File: config.mk
export PLATFORM = sky130hd
export DESIGN_NAME = nor_sr_guard
export DESIGN_NICKNAME = d
export VERILOG_FILES = /design/src/rtl/nor_sr_pkg.sv /design/src/rtl/nor_sr_decode.sv /design/src/rtl/nor_sr_gate.sv /design/src/rtl/nor_sr_store.sv /design/src/rtl/nor_sr_guard.sv
export SDC_FILE = /design/constraint.sdc
export NUM_CORES = 1
export LEC_CHECK = 0
export BUFFER_PORTS_ARGS = -buffer_cell sky130_fd_sc_hd__buf_4
export CORE_MARGIN = 4
export CORE_UTILIZATION = 39
export DETAILED_ROUTE_END_ITERATION = 8
export HOLD_SLACK_MARGIN = 0.02
export PLACE_DENSITY = 0.74
export SYNTH_ARGS = -nofsm -noshare
export SYNTH_HDL_FRONTEND = slang
export SYNTH_HIERARCHICAL = 1
export SYNTH_SLANG_ARGS = --single-unit
File: constraint.sdc
create_clock -name clk -period 2.7 [get_ports clk]
set_input_delay 0.27 -clock clk [delete_from_list [all_inputs] [get_ports clk]]
set_output_delay 0.27 -clock clk [all_outputs]
set_load 0.02 [all_outputs]
File: src/rtl/nor_sr_pkg.sv
package nor_sr_pkg;
   localparam int SR_W     = 16;
   localparam int B_WEL    = 1;
   localparam int B_MODE0  = 7;
   localparam int B_MODE1  = 8;
   localparam int B_LOCK0  = 11;
   localparam int B_SUSP   = 15;
   localparam int MAX_LOCK = 3;
   localparam logic [SR_W-1:0] PLAIN_MASK = 16'h427C;

   typedef enum logic [1:0] {
      PM_SOFT      = 2'b00,
      PM_PIN       = 2'b01,
      PM_UNTIL_PWR = 2'b10,
      PM_FOREVER   = 2'b11
   } prot_mode_e;

   typedef enum logic [2:0] {
      CMD_NONE,
      CMD_WREN,
      CMD_WRSR,
      CMD_SUSP,
      CMD_RESUME
   } cmd_e;
endpackage

File: src/rtl/nor_sr_decode.sv
module nor_sr_decode
   import nor_sr_pkg::*;
#(
   parameter int OP_W = 8,
   parameter logic [OP_W-1:0] OP_WREN   = 'h06,
   parameter logic [OP_W-1:0] OP_WRSR   = 'h01,
   parameter logic [OP_W-1:0] OP_SUSP   = 'h75,
   parameter logic [OP_W-1:0] OP_RESUME = 'h7A
) (
   input  logic            op_valid,
   input  logic [OP_W-1:0] op_code,
   output cmd_e            cmd
);
   if (OP_W < 1) begin : g_bad_width
      $error("nor_sr_decode: OP_W must be at least 1");
   end
   if (OP_WREN == OP_WRSR || OP_WREN == OP_SUSP || OP_WREN == OP_RESUME ||
       OP_WRSR == OP_SUSP || OP_WRSR == OP_RESUME || OP_SUSP == OP_RESUME) begin : g_bad_ops
      $error("nor_sr_decode: opcode values must be distinct");
   end

   always_comb begin
      cmd = CMD_NONE;
      if (op_valid) begin
         if (op_code == OP_WREN)        cmd = CMD_WREN;
         else if (op_code == OP_WRSR)   cmd = CMD_WRSR;
         else if (op_code == OP_SUSP)   cmd = CMD_SUSP;
         else if (op_code == OP_RESUME) cmd = CMD_RESUME;
      end
   end
endmodule

File: src/rtl/nor_sr_gate.sv
module nor_sr_gate
   import nor_sr_pkg::*;
(
   input  logic       clk,
   input  logic       rst_n,
   input  logic       req,
   input  logic       wel,
   input  prot_mode_e mode,
   input  logic       wp_n,
   output logic       grant
);
   logic mode_open;

   always_comb begin
      unique case (mode)
         PM_SOFT:      mode_open = 1'b1;
         PM_PIN:       mode_open = wp_n;
         PM_UNTIL_PWR: mode_open = 1'b0;
         PM_FOREVER:   mode_open = 1'b0;
         default:      mode_open = 1'b0;
      endcase
   end

   assign grant = req & wel & mode_open;

   AST_PIN_BLOCKS: assert property (@(posedge clk) disable iff (!rst_n)
      (mode == PM_PIN && !wp_n) |-> !grant);
   AST_LOCKED_MODES: assert property (@(posedge clk) disable iff (!rst_n)
      mode[1] |-> !grant);
   AST_NEEDS_WEL: assert property (@(posedge clk) disable iff (!rst_n)
      grant |-> wel);
endmodule

File: src/rtl/nor_sr_store.sv
module nor_sr_store
   import nor_sr_pkg::*;
#(
   parameter int NUM_LOCK        = 3,
   parameter bit ALLOW_PERMANENT = 1'b1
) (
   input  logic                clk,
   input  logic                rst_n,
   input  logic                pwr_cycle,
   input  cmd_e                cmd,
   input  logic                grant,
   input  logic [SR_W-1:0]     wr_data,
   output logic                wr_req,
   output logic                wel_q,
   output prot_mode_e          mode_q,
   output logic [SR_W-1:0]     sr,
   output logic [NUM_LOCK-1:0] lock_q,
   output logic                ok_q,
   output logic                ng_q
);
   if (NUM_LOCK < 1 || NUM_LOCK > MAX_LOCK) begin : g_bad_lock
      $error("nor_sr_store: NUM_LOCK must be 1..3");
   end

   logic            sus_q;
   logic [SR_W-1:0] plain_q;
   logic            mode_release;
   logic            take;
   logic            unused_wr_bits;

   assign wr_req = (cmd == CMD_WRSR) && !pwr_cycle;
   assign take   = wr_req && grant;
   assign unused_wr_bits = ^{wr_data[0], wr_data[1], wr_data[10], wr_data[15]};

   if (ALLOW_PERMANENT) begin : g_perm
      assign mode_release = (mode_q == PM_UNTIL_PWR);
      AST_PERM_STAYS: assert property (@(posedge clk) disable iff (!rst_n)
         (mode_q == PM_FOREVER) |=> (mode_q == PM_FOREVER));
   end else begin : g_noperm
      assign mode_release = mode_q[1];
   end

   always_ff @(posedge clk) begin
      if (!rst_n) begin
         wel_q   <= 1'b0;
         sus_q   <= 1'b0;
         plain_q <= '0;
         mode_q  <= PM_SOFT;
         ok_q    <= 1'b0;
         ng_q    <= 1'b0;
      end else begin
         ok_q <= take;
         ng_q <= wr_req && !grant;
         if (pwr_cycle) begin
            wel_q <= 1'b0;
            sus_q <= 1'b0;
            if (mode_release) mode_q <= PM_SOFT;
         end else begin
            unique case (cmd)
               CMD_WREN:   wel_q <= 1'b1;
               CMD_WRSR: begin
                  wel_q <= 1'b0;
                  if (grant) begin
                     plain_q <= wr_data & PLAIN_MASK;
                     mode_q  <= prot_mode_e'({wr_data[B_MODE1], wr_data[B_MODE0]});
                  end
               end
               CMD_SUSP:   sus_q <= 1'b1;
               CMD_RESUME: sus_q <= 1'b0;
               default:    ;
            endcase
         end
      end
   end

   for (genvar i = 0; i < NUM_LOCK; i++) begin : g_lock
      always_ff @(posedge clk) begin
         if (!rst_n) lock_q[i] <= 1'b0;
         else if (take && wr_data[B_LOCK0+i]) lock_q[i] <= 1'b1;
      end
   end

   always_comb begin
      sr          = plain_q;
      sr[B_WEL]   = wel_q;
      sr[B_MODE0] = mode_q[0];
      sr[B_MODE1] = mode_q[1];
      sr[B_SUSP]  = sus_q;
      for (int k = 0; k < NUM_LOCK; k++) sr[B_LOCK0+k] = lock_q[k];
   end

   AST_LOCK_STICKY: assert property (@(posedge clk) disable iff (!rst_n)
      ($past(lock_q) & ~lock_q) == '0);
   AST_WEL_AFTER_WRITE: assert property (@(posedge clk) disable iff (!rst_n)
      (cmd == CMD_WRSR) |=> !wel_q);
   AST_SUSP_SETS: assert property (@(posedge clk) disable iff (!rst_n)
      (cmd == CMD_SUSP && !pwr_cycle) |=> sus_q);
   AST_PWR_CLEARS: assert property (@(posedge clk) disable iff (!rst_n)
      pwr_cycle |=> (!wel_q && !sus_q && !ok_q && !ng_q));
endmodule

File: src/rtl/nor_sr_guard.sv
module nor_sr_guard
   import nor_sr_pkg::*;
#(
   parameter int OP_W = 8,
   parameter int NUM_LOCK = 3,
   parameter bit ALLOW_PERMANENT = 1'b1,
   parameter logic [OP_W-1:0] OP_WREN   = 'h06,
   parameter logic [OP_W-1:0] OP_WRSR   = 'h01,
   parameter logic [OP_W-1:0] OP_SUSP   = 'h75,
   parameter logic [OP_W-1:0] OP_RESUME = 'h7A
) (
   input  logic                clk,
   input  logic                rst_n,
   input  logic                pwr_cycle,
   input  logic                op_valid,
   input  logic [OP_W-1:0]     op_code,
   input  logic [15:0]         wr_data,
   input  logic                wp_n,
   output logic [15:0]         status,
   output logic                wel,
   output logic                wr_accept,
   output logic                wr_reject,
   output logic [NUM_LOCK-1:0] sec_ro
);
   cmd_e       cmd;
   logic       wr_req;
   logic       grant;
   logic       wel_q;
   prot_mode_e mode_q;

   nor_sr_decode #(
      .OP_W(OP_W), .OP_WREN(OP_WREN), .OP_WRSR(OP_WRSR),
      .OP_SUSP(OP_SUSP), .OP_RESUME(OP_RESUME)
   ) u_decode (
      .op_valid(op_valid),
      .op_code (op_code),
      .cmd     (cmd)
   );

   nor_sr_gate u_gate (
      .clk  (clk),
      .rst_n(rst_n),
      .req  (wr_req),
      .wel  (wel_q),
      .mode (mode_q),
      .wp_n (wp_n),
      .grant(grant)
   );

   nor_sr_store #(
      .NUM_LOCK(NUM_LOCK), .ALLOW_PERMANENT(ALLOW_PERMANENT)
   ) u_store (
      .clk      (clk),
      .rst_n    (rst_n),
      .pwr_cycle(pwr_cycle),
      .cmd      (cmd),
      .grant    (grant),
      .wr_data  (wr_data),
      .wr_req   (wr_req),
      .wel_q    (wel_q),
      .mode_q   (mode_q),
      .sr       (status),
      .lock_q   (sec_ro),
      .ok_q     (wr_accept),
      .ng_q     (wr_reject)
   );

   assign wel = wel_q;

   AST_ONE_RESULT: assert property (@(posedge clk) disable iff (!rst_n)
      !(wr_accept && wr_reject));
   AST_ZERO_BITS: assert property (@(posedge clk) disable iff (!rst_n)
      (status[0] == 1'b0) && (status[10] == 1'b0));
   AST_WEL_MIRROR: assert property (@(posedge clk) disable iff (!rst_n)
      status[B_WEL] == wel);
endmodule

==> results of run 1 <==
## final cells by class
class                      instances  area (um^2)  area share, %
multi-input combinational         62          414           35.6
timing repair buffer              46          345           29.6
sequential                        16          320           27.5
clock buffer                       4         36.3           3.11
tap                               27         33.8           2.90
inverter                           4         15.0           1.29
## worst max path at each step
stage / startpoint / end / slack, ns / cells after the start
floorplan: op_code[5] / u_store/mode_q[1] / 0.37 / 9
global placement: op_code[5] / u_store/plain_q[9] / 0.34 / 9
detailed placement: op_code[5] / u_store/mode_q[0] / 0.27 / 9
CTS: op_code[5] / u_store/mode_q[0] / 0.59 / 9
global route: op_code[5] / u_store/plain_q[3] / 0.38 / 9
finish: op_code[5] / u_store/mode_q[0] / 0.59 / 9
## kinds of logic (layout without fill, tap and decap cells)
family | after synthesis | count (layout) | share of synthesized area [%]
simple gates | 40 | 40 | 30.5
flops | 16 | 16 | 38.8
buf+inv | 16 | 54 | 11.4
compound gates | 11 | 11 | 7.89
mux | 9 | 9 | 10.9
other cells | 1 | 2 | 0.455
## power groups by stage
stage	registers (mW)	logic [mW]	clock network (mW)
after floorplan	0.241	0.0179	0
after global placement	0.241	0.0474	0
after detailed placement	0.241	0.0492	0
after CTS	0.236	0.0493	0.164
after global routing	0.236	0.0530	0.173
final	0.236	0.0492	0.157
## tightest hold or removal path: stages
cell	delay, ns
buf_4	0.11
nand2_1	0.04
mux2i_1	0.05
## metal layers
| metal | vias to the layer above | track usage (%) | routed length, um |
|---|---|---|---|
| li1 | 386 | - | - |
| met1 | 349 | 13.5 | 728 |
| met2 | 25 | 22.2 | 935 |
| met3 | 2 | 2.49 | 135 |
| met4 | 0 | 7.47 | 19 |
| met5 | - | 0 | 0 |
## state kept, by name (all words and copies together), names as in the netlist
name	flops
u_store/plain_q	7
u_store/lock_q	3
u_store/ok_q	1
u_store/sus_q	1
u_store/wel_q	1
u_store/ng_q	1
u_store/mode_q	2
## cell usage in the layout (no fill, tap or decap), drive strengths merged, types with 2 or more instances in the layout
| master | n |
|---|---|
| nand2 | 19 |
| dfxtp | 16 |
| inv | 4 |
| clkbuf | 4 |
| a21oi | 3 |
| nand3 | 2 |
| nor4b | 2 |
| a31oi | 3 |
| buf | 46 |
| o21ai | 3 |
| mux2i | 9 |
| nor2 | 6 |
| conb | 2 |
## per-stage QoR
stage | hold slack, ns | power, mW | instances | util [%]
floorplan | 0.409 | 0.259 | 94 | -
global placement | 0.446 | 0.289 | 155 | 56.9
detailed placement | 0.458 | 0.291 | 155 | 56.9
CTS | 0.214 | 0.449 | 159 | 58.8
global route | 0.209 | 0.462 | 159 | 58.8
finish | 0.226 | 0.442 | 159 | 58.8
==> flow_metrics.tcl, run 1 <==
set metrics [dict create \
    synthArstFlopShare_pct 0 \
    ff2ff_setup_slack_ns 1.54 \
    post_cts_resize_count 0 \
    cts-hold-fix-buffers 0 \
    vias 762 \
    r2r-start "u_store/mode_q[0]" \
    drv_slew 0 \
    synthTopCellsByArea "dfxtp_1 39%, mux2i_1 11%, buf_4 8.2%, nand2_1 8.2%, nor4b_4 2.9%" \
    max_slew_margin_pct 65.9 \
    clk_transition_reported_paths_ns 0.09 \
    clock-sinks 16 \
    synth_top_cell_by_area "dfxtp_1" \
    viasPerCell 4.79 \
    synth_top_area_share_pct 38.8 \
    hpwl_mm 1.45 \
    yosysSeqAreaShare_pct 38.8 \
    synth_warnings 6 \
    grt_max_degree 21 \
    synth_common_cells "18 x nand2_1, 16 x dfxtp_1, 9 x buf_4, 9 x mux2i_1, 6 x nor2_1" \
    drt_iter0_drc 10 \
    dieArea_um2 2910 \
    timing.final.crit_share_pct 78.3 \
    worstHoldPathType "input pin to register" \
    fillers 178 \
    finalSetupViolCount 0 \
    synthFlopType "dfxtp_1" \
    syn-instance-count 93 \
    synth_most_common_cell "nand2_1" \
    fin_skew_ns 0.00104 \
    criticalPathCategory "input pin to register" \
    port_buffers 44 \
    endpoint_kind "register" \
    powerDensity_nw_per_um2 379 \
    syn_avg_cell_area_um2 8.87 \
    synth_edf_count 0 \
    grt_pass1_wl_mm 2.62 \
    arrival_ns 2.29 \
    ant_nets 0 \
    power_frac_seq_pct 53.4 \
    numCtsBuffers 3 \
    htree_num_levels 1 \
    grt_pass1_vias 659 \
    clk_latency_ns 0.28 \
    dieHeight_um 54.0 \
    cp_num_buf_inv 1 \
    ys_seq_elements 16 \
    fin_setup_tns_ns 0 \
    synth_cell_types 29 \
    slowest_stage "a221oi_1" \
    post_cts_buffers 0 \
    std_cell_rows 16 \
    power.share.clock_pct 35.5 \
    min_from "wr_data[2]" \
    drtPass1Iterations 5 \
    whs_path_depth 3 \
    fmax_ghz 0.473 \
    cts_tree "yes" \
    initial_utilization_pct 41.6 \
    wirelength_mm 1.82 \
    die_w_um 54.0 \
    antenna_cells 0 \
    nNetsFinal 162 \
    fin_ws_ns 0.585 \
    drive_gt1_share_pct 41.7 \
    dpl_cell_area_um2 1130 \
    required_ns 2.88 \
    peakVddDrop_v 0.000230 \
    maxCapViolations 0 \
    area_growth_pct 41.3 \
    cts_buffer_depth 2 \
    core-area_um2 1980 \
    intPower_uw 345 \
    wire_per_inst_um 11.4 \
    min_to "u_store/plain_q[2]" \
    clock-root-buffer "clkbuf_4" \
    ios 51 \
    p_sw_uw 96.8 \
    p_leak_nw 0.599 \
    critPathMaxStageDelay_ns 0.52 \
    grt-ovfl-total 0 \
    rsz0062_at_grt "false" \
    r2r_end "u_store/mode_q[0]" \
    drc 0 \
    status "finished, final reports clean" \
    syn_area_um2 825 \
    crit_family "simple AND/OR/NAND/NOR gates" \
    worstMarginPinSlew_ns 0.511 \
    crit_path_start_kind "input pin" \
    grt_antenna_before_repair 0 \
    post-route-cell-area_um2 1160 \
    gp_congestion 0.663 \
    r2r_cells 4 \
    switching_share_pct 21.9 \
    crit_path_cell_trace "buf_4 > nor4_4 > nand4b_1 > a221oi_1 > nor4b_4 > nand2_1 > nor3_2 > nand2_4 > mux2i_1" \
    p_comb_share_pct 11.1 \
    crit_fanout 10 \
    grt_util_all_layers_pct 12.5 \
    pre_cts_ws_ns 0.275 \
    period_needed_ns 2.11 \
    hold_viol 0 \
]
Power figures use the tool's default switching activity.
==> inputs of run 2 (changes only) <==
clock period = 1.95 ns   (was 2.7 ns; I/O delays follow)
==> run 2 against run 1 <==
Net effect: global-route usage rose by 1.7 points; final area rose by 2.6%; clock-buffer cell count did not move; combinational power rose by 42%; routed wire length rose by 8.2%; sequential power up 39%; clock skew about the same; hold slack got worse by 0.074 ns; die area is the same; critical path depth unchanged; clock power is 38% higher; power rose by 39%.
==> flow_metrics.tcl, run 2 (synthesis results as in run 1) <==
set metrics [dict create \
    grt_max_degree 21 \
    top_register "u_store/plain_q" \
    crit_path_cell_trace "buf_4 > nor4_4 > nand4b_1 > a221oi_2 > nor4b_4 > nand2_2 > nor3_4 > nand2_4 > mux2i_1" \
    drive_gt1_share_pct 44.0 \
    antenna_cells 0 \
    crit_fanout 10 \
    cts-hold-fix-buffers 0 \
    slowest_stage "a221oi_2" \
    crit_path_start_kind "input pin" \
    reg.largest.list "u_store/plain_q (7), u_store/lock_q (3), u_store/mode_q (2)" \
    period_needed_ns 1.79 \
    hpwl_mm 1.56 \
    port_buffers 44 \
    critPathMaxStageDelay_ns 0.32 \
    grt_pass1_vias 733 \
    grt_antenna_before_repair 0 \
    r2r_cells 4 \
    cts_tree "yes" \
    hold_viol 0 \
    fillers 174 \
    drc 0 \
    area_growth_pct 44.9 \
    wl_met2_mm 1.09 \
    dieArea_um2 2910 \
    dieHeight_um 54.0 \
    min_to "u_store/plain_q[4]" \
    drv_slew 0 \
    dpl_cell_area_um2 1150 \
    htree_num_levels 1 \
    timing.final.crit_share_pct 91.9 \
    core-area_um2 1980 \
    p_leak_nw 0.604 \
    m1WireLength_um 745 \
    initial_utilization_pct 41.6 \
    criticalPathCategory "input pin to register" \
    powerDensity_nw_per_um2 514 \
    largest_reg_flops 7 \
    grt_pass1_wl_mm 3.08 \
    clk_transition_reported_paths_ns 0.09 \
    peakVddDrop_v 0.000343 \
    fin_cells 161 \
    vias 783 \
    r2r-start "u_store/mode_q[0]" \
    grt_util_all_layers_pct 14.2 \
    ff2ff_setup_slack_ns 0.83 \
    ios 51 \
    status "finished, final reports clean" \
    r2r_end "u_store/mode_q[0]" \
    clock-sinks 16 \
    wire_per_inst_um 12.2 \
    ant_nets 0 \
    top_layer "met3" \
    layout_commonest_cell "buf_4" \
    numCtsBuffers 3 \
    worstHoldPathType "input pin to register" \
    nNetsFinal 164 \
    met3_length_um 129 \
    cp_num_buf_inv 1 \
    fin_setup_tns_ns 0 \
    clock-root-buffer "clkbuf_4" \
    cts_buffer_depth 2 \
    post-route-cell-area_um2 1190 \
    std_cell_rows 16 \
    fmax_ghz 0.558 \
    fin_skew_ns 0.000682 \
    endpoint_kind "register" \
    drt_iter0_drc 17 \
    dp.cells 157 \
    crit_family "simple AND/OR/NAND/NOR gates" \
    drtPass1Iterations 4 \
    min_from "wr_data[4]" \
    die_w_um 54.0 \
    clk_latency_ns 0.28 \
    fin_total_pwr_uw 614 \
    maxCapViolations 0 \
    grt-ovfl-total 0 \
    finalSetupViolCount 0 \
    required_ns 2.12 \
    wirelength_mm 1.97 \
    whs_path_depth 3 \
    layout_common_cells "48 x buf_4, 17 x nand2_1, 16 x dfxtp_1" \
    viasPerCell 4.86 \
    arrival_ns 1.97 \
    gp_congestion 0.675 \
]
==> run 2: cell count changes in the layout (fill, tap and decap cells not counted) <==
| cell | before | now |
|---|---|---|
| a221oi_1 | 1 | 0 |
| a221oi_2 | 0 | 1 |
| buf_4 | 46 | 48 |
| nand2_1 | 18 | 17 |
| nand2_2 | 0 | 1 |
| nor3_2 | 1 | 0 |
| nor3_4 | 0 | 1 |
==> run 2: how the worst max path moves through the flow <==
stage	from	endpoint	slack, ns	depth (start not counted)
5_1_grt	op_code[5]	u_store/mode_q[0]	-0.02	9
6_report	op_code[5]	u_store/mode_q[0]	0.16	9
4_1_cts	op_code[5]	u_store/mode_q[0]	0.11	9
3_5_place_dp	op_code[5]	u_store/mode_q[0]	-0.18	9
3_3_place_gp	op_code[5]	u_store/plain_q[3]	-0.10	9
2_1_floorplan	op_code[5]	u_store/mode_q[1]	-0.14	9
==> run 2: worst register-to-register path: cells and delay by family (launching register included) <==
family / cells / cell delay [ns]
multiplexers: 1 / 0.15
flip-flops: 1 / 0.36
AND/OR/NAND/NOR: 3 / 0.52
==> run 2: what timing repair did <==
action / in CTS / in global routing
resized for setup: 0 / 2
buffers inserted: 0 / 0
setup endpoints to repair: 0 / 12
==> run 2: metrics by stage <==
step	util, %	setup slack (ns)	hold WS, ns
3_3_place_gp	58.0	-0.102	0.446
6_report	60.3	0.158	0.152
5_1_grt	60.3	-0.0198	0.153
2_1_floorplan	-	-0.140	0.334
3_5_place_dp	58.0	-0.177	0.454
4_1_cts	59.8	0.112	0.142
==> run 2: report_power, final <==
group	total, mW	switching (mW)	internal, mW
sequential	0.327	0.0000559	0.327
combinational	0.0698	0.0313	0.0385
clock	0.217	0.104	0.114
total	0.614	0.135	0.479
==> run 2: area by class of cell <==
class	count	area, um^2	area share, %
multi-input combinational	62	429	35.9
timing repair buffer	48	360	30.2
sequential	16	320	26.8
clock buffer	4	36.3	3.04
tap	27	33.8	2.83
inverter	4	15.0	1.26
==> run 2: metal layers <==
layer | track usage, % | vias to the layer above
met1 | 15.8 | 369
met4 | 4.98 | 0
met3 | 1.94 | 0
met2 | 27.0 | 24
li1 | - | 390
met5 | 0 | -
